$ cat src/rtl/rng_ctl_pkg.sv
package rng_ctl_pkg;

    typedef enum logic [1:0] {
        SQ_IDLE,
        SQ_SELFTEST,
        SQ_SEED,
        SQ_RUN
    } seq_state_t;

    // register byte offsets
    localparam logic [7:0] OFS_ID   = 8'h00;
    localparam logic [7:0] OFS_CMD  = 8'h04;
    localparam logic [7:0] OFS_CTRL = 8'h08;
    localparam logic [7:0] OFS_STAT = 8'h0C;
    localparam logic [7:0] OFS_ERR  = 8'h10;
    localparam logic [7:0] OFS_FIFO = 8'h14;

    localparam logic [31:0] ERRC_SELFTEST = 32'h0000_0001;
    localparam logic [31:0] ERRC_STAT     = 32'h0000_0008;

endpackage

$ cat src/rtl/rng_lfsr.sv
module rng_lfsr #(
    parameter int          W    = 32,
    parameter logic [31:0] TAPS = 32'h8020_0003,
    parameter logic [31:0] INIT = 32'h1ACE_B00C
) (
    input  logic         clk,
    input  logic         rst_n,
    output logic [W-1:0] word_o
);
    logic [W-1:0] sr_q;

    // Galois form, never reaches the all-zero state from a nonzero start
    always_ff @(posedge clk or negedge rst_n) begin
        if (!rst_n) sr_q <= INIT[W-1:0];
        else        sr_q <= (sr_q >> 1) ^ ({W{sr_q[0]}} & TAPS[W-1:0]);
    end

    assign word_o = sr_q;
endmodule

$ cat src/rtl/rng_fifo.sv
module rng_fifo #(
    parameter int DEPTH = 4,
    parameter int W     = 32
) (
    input  logic                         clk,
    input  logic                         rst_n,
    input  logic                         push,
    input  logic [W-1:0]                 wdata,
    input  logic                         pop,
    output logic [W-1:0]                 head,
    output logic [$clog2(DEPTH+1)-1:0]   level,
    output logic                         full,
    output logic                         empty
);
    localparam int AW = (DEPTH > 1) ? $clog2(DEPTH) : 1;
    localparam int LW = $clog2(DEPTH+1);

    logic [W-1:0]  mem [DEPTH];
    logic [AW-1:0] wp_q, rp_q;
    logic [LW-1:0] lvl_q;

    function automatic logic [AW-1:0] bump(input logic [AW-1:0] p);
        return (p == AW'(DEPTH-1)) ? '0 : p + 1'b1;
    endfunction

    always_ff @(posedge clk or negedge rst_n) begin
        if (!rst_n) begin
            wp_q  <= '0;
            rp_q  <= '0;
            lvl_q <= '0;
        end else begin
            if (push) wp_q <= bump(wp_q);
            if (pop)  rp_q <= bump(rp_q);
            if (push && !pop)      lvl_q <= lvl_q + 1'b1;
            else if (pop && !push) lvl_q <= lvl_q - 1'b1;
        end
    end

    always_ff @(posedge clk) begin
        if (push) mem[wp_q] <= wdata;
    end

    assign head  = mem[rp_q];
    assign level = lvl_q;
    assign full  = (lvl_q == LW'(DEPTH));
    assign empty = (lvl_q == '0);
endmodule

$ cat src/rtl/rng_seq.sv
module rng_seq
    import rng_ctl_pkg::*;
#(
    parameter int ST_CYCLES    = 64,
    parameter int SEED_CYCLES  = 256,
    parameter int RESEED_WORDS = 5 * (1 << 20)
) (
    input  logic       clk,
    input  logic       rst_n,
    input  logic       st_cmd,
    input  logic       seed_cmd,
    input  logic       auto_en,
    input  logic       stat_fail,
    input  logic       word_served,
    output seq_state_t state_o,
    output logic       st_fin,
    output logic       seed_fin
);
    localparam int MAXC = (ST_CYCLES > SEED_CYCLES) ? ST_CYCLES : SEED_CYCLES;
    localparam int TW   = (MAXC > 1) ? $clog2(MAXC) : 1;
    localparam int CW   = $clog2(RESEED_WORDS + 1);

    seq_state_t    state_q, nxt;
    logic [TW-1:0] tmr_q;
    logic [CW-1:0] served_q;
    logic          go_st, go_seed;

    always_ff @(posedge clk or negedge rst_n) begin
        if (!rst_n) begin
            state_q  <= SQ_IDLE;
            tmr_q    <= '0;
            served_q <= '0;
        end else begin
            state_q <= nxt;
            if (go_st)            tmr_q <= TW'(ST_CYCLES - 1);
            else if (go_seed)     tmr_q <= TW'(SEED_CYCLES - 1);
            else if (tmr_q != '0) tmr_q <= tmr_q - 1'b1;
            if (go_seed)
                served_q <= '0;
            else if (word_served && served_q < CW'(RESEED_WORDS))
                served_q <= served_q + 1'b1;
        end
    end

    always_comb begin
        nxt      = state_q;
        go_st    = 1'b0;
        go_seed  = 1'b0;
        st_fin   = 1'b0;
        seed_fin = 1'b0;
        unique case (state_q)
            SQ_IDLE, SQ_RUN: begin
                if (seed_cmd) begin                  // start_seed
                    nxt = SQ_SEED; go_seed = 1'b1;
                end else if (st_cmd) begin           // start_selftest
                    nxt = SQ_SELFTEST; go_st = 1'b1;
                end else if (state_q == SQ_RUN && auto_en &&
                             served_q >= CW'(RESEED_WORDS)) begin
                    nxt = SQ_SEED; go_seed = 1'b1;   // auto_reseed
                end
            end
            SQ_SELFTEST: begin
                if (tmr_q == '0) begin               // selftest_end
                    st_fin = 1'b1; nxt = SQ_IDLE;
                end
            end
            SQ_SEED: begin
                if (tmr_q == '0) begin               // seed_ok / seed_fail
                    seed_fin = 1'b1;
                    nxt = stat_fail ? SQ_IDLE : SQ_RUN;
                end
            end
        endcase
    end

    assign state_o = state_q;
endmodule

$ cat src/rtl/rng_ctl_unit.sv
module rng_ctl_unit
    import rng_ctl_pkg::*;
#(
    parameter int          FIFO_DEPTH       = 8,
    parameter int          ST_CYCLES        = 64,
    parameter int          SEED_CYCLES      = 256,
    parameter int          RESEED_RESULTS   = 1 << 20,
    parameter int          WORDS_PER_RESULT = 5,
    parameter logic [3:0]  TYPE_CODE        = 4'd2,
    parameter logic [7:0]  REV_MAJ          = 8'd1,
    parameter logic [7:0]  REV_MIN          = 8'd3
) (
    input  logic        clk,
    input  logic        rst_n,
    input  logic        bus_wr_en,
    input  logic        bus_rd_en,
    input  logic [7:0]  bus_addr,
    input  logic [31:0] bus_wdata,
    output logic [31:0] bus_rdata,
    input  logic        selftest_fail_i,
    input  logic        statfail_i,
    output logic        irq_o
);
    localparam int RESEED_WORDS = RESEED_RESULTS * WORDS_PER_RESULT;
    localparam int LW           = $clog2(FIFO_DEPTH + 1);

    seq_state_t    seq_state;
    logic          st_fin, seed_fin;
    logic          auto_q, mdone_q, merr_q;
    logic          st_done_q, seed_done_q;
    logic [31:0]   err_q, err_new;
    logic          err_flag;
    logic          wr_cmd, st_cmd, seed_cmd, clr_int, clr_err, clr_done;
    logic          fifo_push, fifo_pop, fifo_full, fifo_empty;
    logic [31:0]   fifo_head, rnd_word, rd_val, rdata_q;
    logic [LW-1:0] fifo_level;
    logic          wdata_unused;

    assign wdata_unused = ^{bus_wdata[31:7], bus_wdata[3:2]};

    assign wr_cmd   = bus_wr_en && (bus_addr == OFS_CMD);
    assign st_cmd   = wr_cmd && bus_wdata[0];
    assign seed_cmd = wr_cmd && bus_wdata[1];
    assign clr_int  = wr_cmd && bus_wdata[4];
    assign clr_err  = wr_cmd && bus_wdata[5];
    assign err_flag = (err_q != '0);
    assign clr_done = (clr_err && err_flag) || (clr_int && !err_flag);

    assign fifo_push = (seq_state == SQ_RUN) && !fifo_full && !err_flag;
    assign fifo_pop  = bus_rd_en && (bus_addr == OFS_FIFO) && !fifo_empty && !err_flag;

    rng_seq #(
        .ST_CYCLES    (ST_CYCLES),
        .SEED_CYCLES  (SEED_CYCLES),
        .RESEED_WORDS (RESEED_WORDS)
    ) u_seq (
        .clk         (clk),
        .rst_n       (rst_n),
        .st_cmd      (st_cmd),
        .seed_cmd    (seed_cmd),
        .auto_en     (auto_q),
        .stat_fail   (statfail_i),
        .word_served (fifo_pop),
        .state_o     (seq_state),
        .st_fin      (st_fin),
        .seed_fin    (seed_fin)
    );

    rng_lfsr u_src (
        .clk    (clk),
        .rst_n  (rst_n),
        .word_o (rnd_word)
    );

    rng_fifo #(.DEPTH(FIFO_DEPTH), .W(32)) u_fifo (
        .clk   (clk),
        .rst_n (rst_n),
        .push  (fifo_push),
        .wdata (rnd_word),
        .pop   (fifo_pop),
        .head  (fifo_head),
        .level (fifo_level),
        .full  (fifo_full),
        .empty (fifo_empty)
    );

    always_comb begin
        err_new = '0;
        if (st_fin && selftest_fail_i) err_new = err_new | ERRC_SELFTEST;
        if (seed_fin && statfail_i)    err_new = err_new | ERRC_STAT;
    end

    always_ff @(posedge clk or negedge rst_n) begin
        if (!rst_n) begin
            auto_q      <= 1'b0;
            mdone_q     <= 1'b0;
            merr_q      <= 1'b0;
            st_done_q   <= 1'b0;
            seed_done_q <= 1'b0;
            err_q       <= '0;
        end else begin
            if (bus_wr_en && bus_addr == OFS_CTRL) begin
                auto_q  <= bus_wdata[4];
                mdone_q <= bus_wdata[5];
                merr_q  <= bus_wdata[6];
            end
            st_done_q   <= st_fin   || (st_done_q   && !clr_done);
            seed_done_q <= seed_fin || (seed_done_q && !clr_done);
            err_q       <= ((clr_err && err_flag) ? '0 : err_q) | err_new;
        end
    end

    always_comb begin
        rd_val = '0;
        unique case (bus_addr)
            OFS_ID:   rd_val = {TYPE_CODE, 12'd0, REV_MAJ, REV_MIN};
            OFS_CTRL: rd_val = {25'd0, merr_q, mdone_q, auto_q, 4'd0};
            OFS_STAT: rd_val = {15'd0, err_flag, 4'd0, 4'(fifo_level),
                                2'd0, seed_done_q, st_done_q, 4'd0};
            OFS_ERR:  rd_val = err_q;
            OFS_FIFO: rd_val = fifo_pop ? fifo_head : '0;
            default:  rd_val = '0;
        endcase
    end

    always_ff @(posedge clk or negedge rst_n) begin
        if (!rst_n)         rdata_q <= '0;
        else if (bus_rd_en) rdata_q <= rd_val;
    end

    assign bus_rdata = rdata_q;
    assign irq_o = ((st_done_q || seed_done_q) && !mdone_q) || (err_flag && !merr_q);
endmodule

$ cat config.mk
export PLATFORM = sky130hd
export DESIGN_NAME = rng_ctl_unit
export DESIGN_NICKNAME = d
export VERILOG_FILES = /design/src/rtl/rng_ctl_pkg.sv /design/src/rtl/rng_lfsr.sv /design/src/rtl/rng_fifo.sv /design/src/rtl/rng_seq.sv /design/src/rtl/rng_ctl_unit.sv
export SDC_FILE = /design/constraint.sdc
export NUM_CORES = 1
export LEC_CHECK = 0
export BUFFER_PORTS_ARGS = -buffer_cell sky130_fd_sc_hd__buf_2
export CAP_MARGIN = 10
export CORE_MARGIN = 2
export CORE_UTILIZATION = 63
export CTS_BUF_LIST = sky130_fd_sc_hd__clkbuf_2
export DETAILED_ROUTE_END_ITERATION = 16
export MAX_ROUTING_LAYER = met4
export PLACE_DENSITY = 0.87
export SLEW_MARGIN = 0
export SYNTH_ARGS = -nofsm -noshare
export SYNTH_HDL_FRONTEND = slang
export SYNTH_SLANG_ARGS = --single-unit
$ cat constraint.sdc
create_clock -name clk -period 7.8 [get_ports clk]
set_clock_uncertainty 0.05 [all_clocks]
set_input_delay 1.95 -clock clk [delete_from_list [all_inputs] [get_ports clk]]
set_output_delay 1.95 -clock clk [all_outputs]
set_load 0.005 [all_outputs]
## Word-level counts from Yosys, hierarchy flattened

Memory sizes are Yosys's and may differ from the RTL's.
Index checks and enable logic that the tools add are counted.

| word-level totals | value |
|---|---|
| flip-flop bits (word level) | 144 |
| memory bits (writable) | 256 |
| bits of input ports | 46 |
| output and inout bits | 33 |
| logic and storage cells | 120 |
| memories | 1 |

Memories:

| name | depth | bits a word | rd ports | clocked after memory_dff | wr ports | RTL line | RTL |
|---|---|---|---|---|---|---|---|
| u_fifo.mem | 8 | 32 | 1 | 0 | 1 | rng_fifo.sv:18 | `logic [W-1:0] mem [DEPTH];` |

| cells by class | value |
|---|---|
| add/subtract/negate cells | 6 |
| order comparisons | 2 |
| eq/ne operators | 14 |
| multiplexer cells | 33 |
| bitwise gates (word level) | 2 |
| reductions and logical operators | 48 |

Operator list:

| operator | number |
|---|---|
| $pmux W32 S5 | 1 |
| $mux W32 | 2 |
| $mux W23 | 2 |
| $or A32 B4 Y32 | 1 |
| $reduce_bool A32 Y1 | 1 |
| $xor A31 B32 Y32 | 1 |
| $logic_and A1 B1 Y1 | 24 |
| $mux W8 | 3 |
| $add A23 B1 Y23 const B | 1 |
| $ge A23 B23 Y1 const B | 1 |
| $lt A23 B23 Y1 const B | 1 |
| $eq A8 B4 Y1 const B | 2 |
| $eq A8 B5 Y1 const B | 2 |
| $logic_not A8 Y1 | 2 |
| $mux W1 | 13 |
| $mux W2 | 6 |
| $mux W4 | 3 |
| $eq A8 B3 Y1 const B | 1 |
| $logic_not A1 Y1 | 8 |
| $reduce_bool A8 Y1 | 1 |
| $sub A8 B1 Y8 const B | 1 |
| $add A3 B1 Y3 const B | 2 |
| $eq A3 B3 Y1 const B | 2 |
| $mux W3 | 2 |
| other kinds (15) | 22 |

## Logic depth before layout (Yosys ltp)

| logic depth | value |
|---|---|
| depth in word-level cells | 9 |
| gate-level depth with buffers | 11 |
| mapped depth without buffers | 10 |

## Hierarchy

From an unflattened synthesis, not the netlist that was laid out.

| unflattened totals | value |
|---|---|
| cell total of the unflattened synthesis | 808 |
| area total of the unflattened synthesis | 14682.8 µm² |

Modules (own cells, without submodules):

| module | times used | cells each | area an instance (µm²) | seq. area each (µm²) |
|---|---|---|---|---|
| rng_fifo | 1 | 434 | 10241.1 | 7937.6 |
| rng_seq | 1 | 201 | 1884.3 | 825.8 |
| rng_ctl_unit | 1 | 138 | 1714.1 | 975.9 |
| rng_lfsr | 1 | 35 | 843.3 | 817.0 |

## Worst setup path after synthesis

Ideal clock, no wire load.

| path | value |
|---|---|
| path type | input port to flip-flop |
| from | input bus_addr[7] |
| to | register u_fifo.lvl_q[3] (netlist: u_fifo.level[3]) |
| library setup time | 0.080 ns |
| data arrival time | 3.939 ns |
| data required time | 7.670 ns |
| setup slack | 3.731 ns |
| stages | 11 |
| path buffers | 1 |
| cells stage by stage | or3_1 buf_6 nor3_1 nand2_1 ha_1 inv_1 ha_1 a21o_1 a21oi_1 mux2i_1 xnor2_1 |

| on the way | value |
|---|---|
| longest elaborated chain between the ends | 7 |
| elaborated cells on any way between the ends | 9 |
| classes of those cells | 1 x eq/ne; 1 x mux; 7 x reduce/logical |

Ends and longest elaborated chain:

| item | RTL line | RTL |
|---|---|---|
| from (decl) | rng_ctl_unit.sv:17 | `input logic [7:0] bus_addr,` |
| $eq A8 B5 Y1 * | rng_ctl_unit.sv:50 | `assign fifo_pop = bus_rd_en && (bus_addr == OFS_FIFO) && !fifo_empty && !err_flag;` |
| $logic_and A1 B1 Y1 * (3 in series) | rng_ctl_unit.sv:50 |  |
| $logic_not A1 Y1 | rng_fifo.sv:34 | `if (push && !pop) lvl_q <= lvl_q + 1'b1;` |
| $logic_and A1 B1 Y1 | rng_fifo.sv:34 |  |
| $mux W4 / $reduce_bool A2 Y1 (equally long branches) | n/a |  |
| to (signal assigned) | rng_fifo.sv:34 |  |
| to (signal assigned) | rng_fifo.sv:35 | `else if (pop && !push) lvl_q <= lvl_q - 1'b1;` |
| to (decl) | rng_fifo.sv:20 | `logic [LW-1:0] lvl_q;` |

Every way passes the cells marked *; elsewhere a longest branch is shown, timed or not.
A chain may end at the register's enable or synchronous reset.

## Final worst setup path

| path | value |
|---|---|
| from | register err_q[3] |
| to | output irq_o |

| on the way | value |
|---|---|
| longest elaborated chain between the ends | 3 |

Ends and longest elaborated chain:

| item | RTL line | RTL |
|---|---|---|
| from (decl) | rng_ctl_unit.sv:31 | `logic [31:0] err_q, err_new;` |
| from (signal assigned) | rng_ctl_unit.sv:109 | `err_q <= ((clr_err && err_flag) ? '0 : err_q) \| err_new;` |
| $reduce_bool A32 Y1 | rng_ctl_unit.sv:46 | `assign err_flag = (err_q != '0);` |
| $logic_and A1 B1 Y1 | rng_ctl_unit.sv:132 | `assign irq_o = ((st_done_q \|\| seed_done_q) && !mdone_q) \|\| (err_flag && !merr_q);` |
| $logic_or A1 B1 Y1 | rng_ctl_unit.sv:132 |  |
| to (decl) | rng_ctl_unit.sv:22 | `output logic irq_o` |

No other way between the ends.

==> impl_metrics.yaml <==
finish:
  final_cell_count_no_fill: 1355
  design_area_mm2: 0.0163
  nets: 1017
  final_util_pct: 70.2
  nFillCells: 1477
  multi_input_area_mm2: 0.00405
  area_growth_pct: 10.2
  drive_gt1_share_pct: 31.0
  seq_area_mm2: 0.0106
critical_path:
  critPathCaptureType: "primary output"
  arrival_ns: 1.86
  crit_fanout: 5
  r2r_end: "u_fifo.mem[0][15]$_DFFE_PP_"
  ff2ff_path_depth: 5
  slowest_delay_ns: 0.44
  cp.required_ns: 5.80
  r2r-start: "err_q[3]$_DFF_PN0_"
  crit_path_start: "err_q[3]$_DFF_PN0_"
  cp_slowest_cell: "dfrtp_1"
  start_kind: "flip-flop"
  r2r_slack_ns: 4.76
  criticalPathCategory: "reg2out"
  crit_chain: "nor2_1 -> o22ai_1 -> buf_2"
pwr:
  p_leak_nw: 5.23
  intPower_mw: 2.60
  comb_power_share_pct: 1.1
  clkPwrFrac_pct: 37.8
  p_sw_mw: 0.803
  power.density_mw_per_mm2: 208
  p_seq_share_pct: 61.1
  finalPower_mw: 3.40
  switching_share_pct: 23.6
  irDropWorstVdd_mv: 0.171
place:
  place_area_mm2: 0.0154
  numPortBuffers: 51
  dp_cells: 1184
  dp_slack_ns: 3.24
  dp_hpwl_um: 17200
  routabilityCongestion: 0.862
floorplanning:
  core-area_mm2: 0.0233
  die-area_mm2: 0.0248
  start_util_pct: 63.7
  num_rows: 56
  ios: 79
  fp.dieH_um: 157
  die_w_um: 157
logic_synthesis:
  synth_top_family_by_area: "multiplexers"
  synth-seq-cells: 370
  synth_compound_area_share_pct: 6.01
  syn_area_mm2: 0.0148
  synth_ff_type: "edfxtp_1"
  synth_top_area_share_pct: 51.9
  synth_commonest_cells: "edfxtp_1 (256), dfrtp_1 (101), mux4_2 (64), mux2i_1 (36)"
  synth_nets: 901
  synth_xor_area_share_pct: 0.473
  synth_cells: 841
  synthDistinctLibCells: 67
  yosysSeqAreaShare_pct: 71.3
  synthSimpleGateAreaFrac_pct: 6.33
  yosys_warnings: 0
  synth.most_common_cell: "edfxtp_1"
  synth_mux_area_share_pct: 12.9
  synth.avg_cell_area_um2: 17.6
  synth-async-reset-ratio_pct: 30.8
  synth_edf_count: 256
  synthAdderAreaFrac_pct: 1.23
  post-synth-top-area-cell: "edfxtp_1"
  synthTopCellsByArea: "edfxtp_1 (52%), dfrtp_1 (17%), mux4_2 (9.7%)"
timing:
  min_period_ns: 3.86
  final.setup.worst_slack_ns: 3.94
  max-slew-margin-rel_pct: 26.3
  finalCritPeriodShare_pct: 49.5
  worst_pin_slew_ns: 1.10
  hold-worst-slack_ns: 0.363
  rsz0062_at_grt: "no"
  fin_tns_setup_ns: 0
  slew_viol_final: 0
  finalSetupViolations: 0
  hold_viol: 0
  fmax_ghz: 0.259
route:
  wl_per_cell_um: 22.6
  drt-initial-drc-count: 839
  drt-total-wl_um: 30600
  vias_per_cell: 6.22
  ant_nets: 0
  drc: 0
  drt_pass1_iterations: 6
  num_vias: 8426
clock_tree:
  cts_setup_buffers: 0
  tritoncts: "yes"
  numCtsBuffers: 90
  cts_root_buf: "clkbuf_2"
  cts_hold_buf: 0
  cts.htree.levels: 3
  clk_pin_slew_ns: 0.11
  cts_resized: 0
  clockBufferDepth: 3
  clock-sinks: 370
  clk_latency_ns: 0.89
global_route:
  overflow: 0
  antenna_found_initial: 1
  grt_max_degree: 67
  grt_usage_pct: 26.4
  grt_pass1_wl_um: 47000
  grt_pass1_vias: 8449
min_path:
  worstHoldStart: "u_src.word_o[23]$_DFF_PN1_"
  hold_end: "u_src.word_o[22]$_DFF_PN1_"
  min_path_type: "reg2reg"
  hold_depth: 0
job:
  max_cap_viol_count: 0
status:
  status: "finished, final reports clean"
==> critical path: cells and delay by family, from the launching register on <==
kind	cells	cell delay, ns
flops	1	0.44
simple gates	1	0.29
buf+inv	1	0.13
compound gates	1	0.11
==> sequential cells by signal (all words and copies together), names as in the netlist, 3 cells and up <==
register	cells
u_fifo.rp_q	3
u_seq.tmr_q	8
u_fifo.level	4
bus_rdata	32
u_fifo.mem	256
u_fifo.wp_q	3
u_src.word_o	32
u_seq.served_q	23
==> placed cells by master, fill, tap and decap left out, drive strengths merged, types with 10 or more instances in the layout <==
| cell type | instances |
|---|---|
| ha | 13 |
| nor2 | 18 |
| mux2 | 10 |
| or4 | 15 |
| nand2 | 24 |
| a21oi | 22 |
| dfstp | 13 |
| inv | 20 |
| clkbuf | 124 |
| a22oi | 10 |
| edfxtp | 256 |
| o2bb2ai | 20 |
| o21ai | 25 |
| nand4 | 13 |
| buf | 66 |
| mux4 | 64 |
| mux2i | 36 |
| nor4 | 10 |
| o31ai | 13 |
| clkinv | 42 |
| nor3 | 24 |
| dfrtp | 101 |
==> per-layer routing <==
layer	track usage, %	part of all wire, %	vias to the layer above
met5	-	0	-
met4	10.6	2.5	0
li1	-	-	3696
met1	33.7	41	4338
met3	5.01	5.5	64
met2	42.6	51	328
==> layout make-up <==
class                           instances  area share (%)
Antenna cell                            1          0.0153
Multi-Input combinational cell        411            24.8
Clock buffer                          124            3.80
Timing Repair Buffer                   66            2.27
Clock inverter                         46            1.58
Tap cell                              319            2.44
Inverter                               18           0.414
Sequential cell                       370            64.7
==> power groups by stage <==
stage	combinational (mW)	sequential, mW	clock [mW]
6_report	0.0363	2.08	1.29
5_1_grt	0.0405	2.08	1.42
4_1_cts	0.0366	2.08	1.32
3_5_place_dp	0.0364	2.12	0
3_3_place_gp	0.0355	2.12	0
2_1_floorplan	0.0130	2.12	0
==> worst max-delay path by stage <==
stage                                    end  slack (ns)  cells past startpoint
2_1_floorplan    u_fifo.level[3]$_DFFE_PN0P_        3.73                     11
3_3_place_gp   u_seq.served_q[5]$_DFFE_PN0P_        3.32                      5
3_5_place_dp   u_seq.served_q[4]$_DFFE_PN0P_        3.24                      5
4_1_cts                                irq_o        3.89                      3
5_1_grt                                irq_o        3.84                      3
6_report                               irq_o        3.94                      3
==> kinds of logic (layout without fill, tap and decap cells) <==
| logic type | Yosys count | in the layout |
|---|---|---|
| AOI/OAI and AO/OA | 121 | 121 |
| xor gates and xnor gates | 8 | 8 |
| adders and majority gates | 14 | 14 |
| buffers and inverters | 60 | 254 |
| DFF | 370 | 370 |
| muxes | 110 | 110 |
| other | 0 | 1 |
| and+or+nand+nor | 158 | 158 |
(Power assumes the default switching activity.)
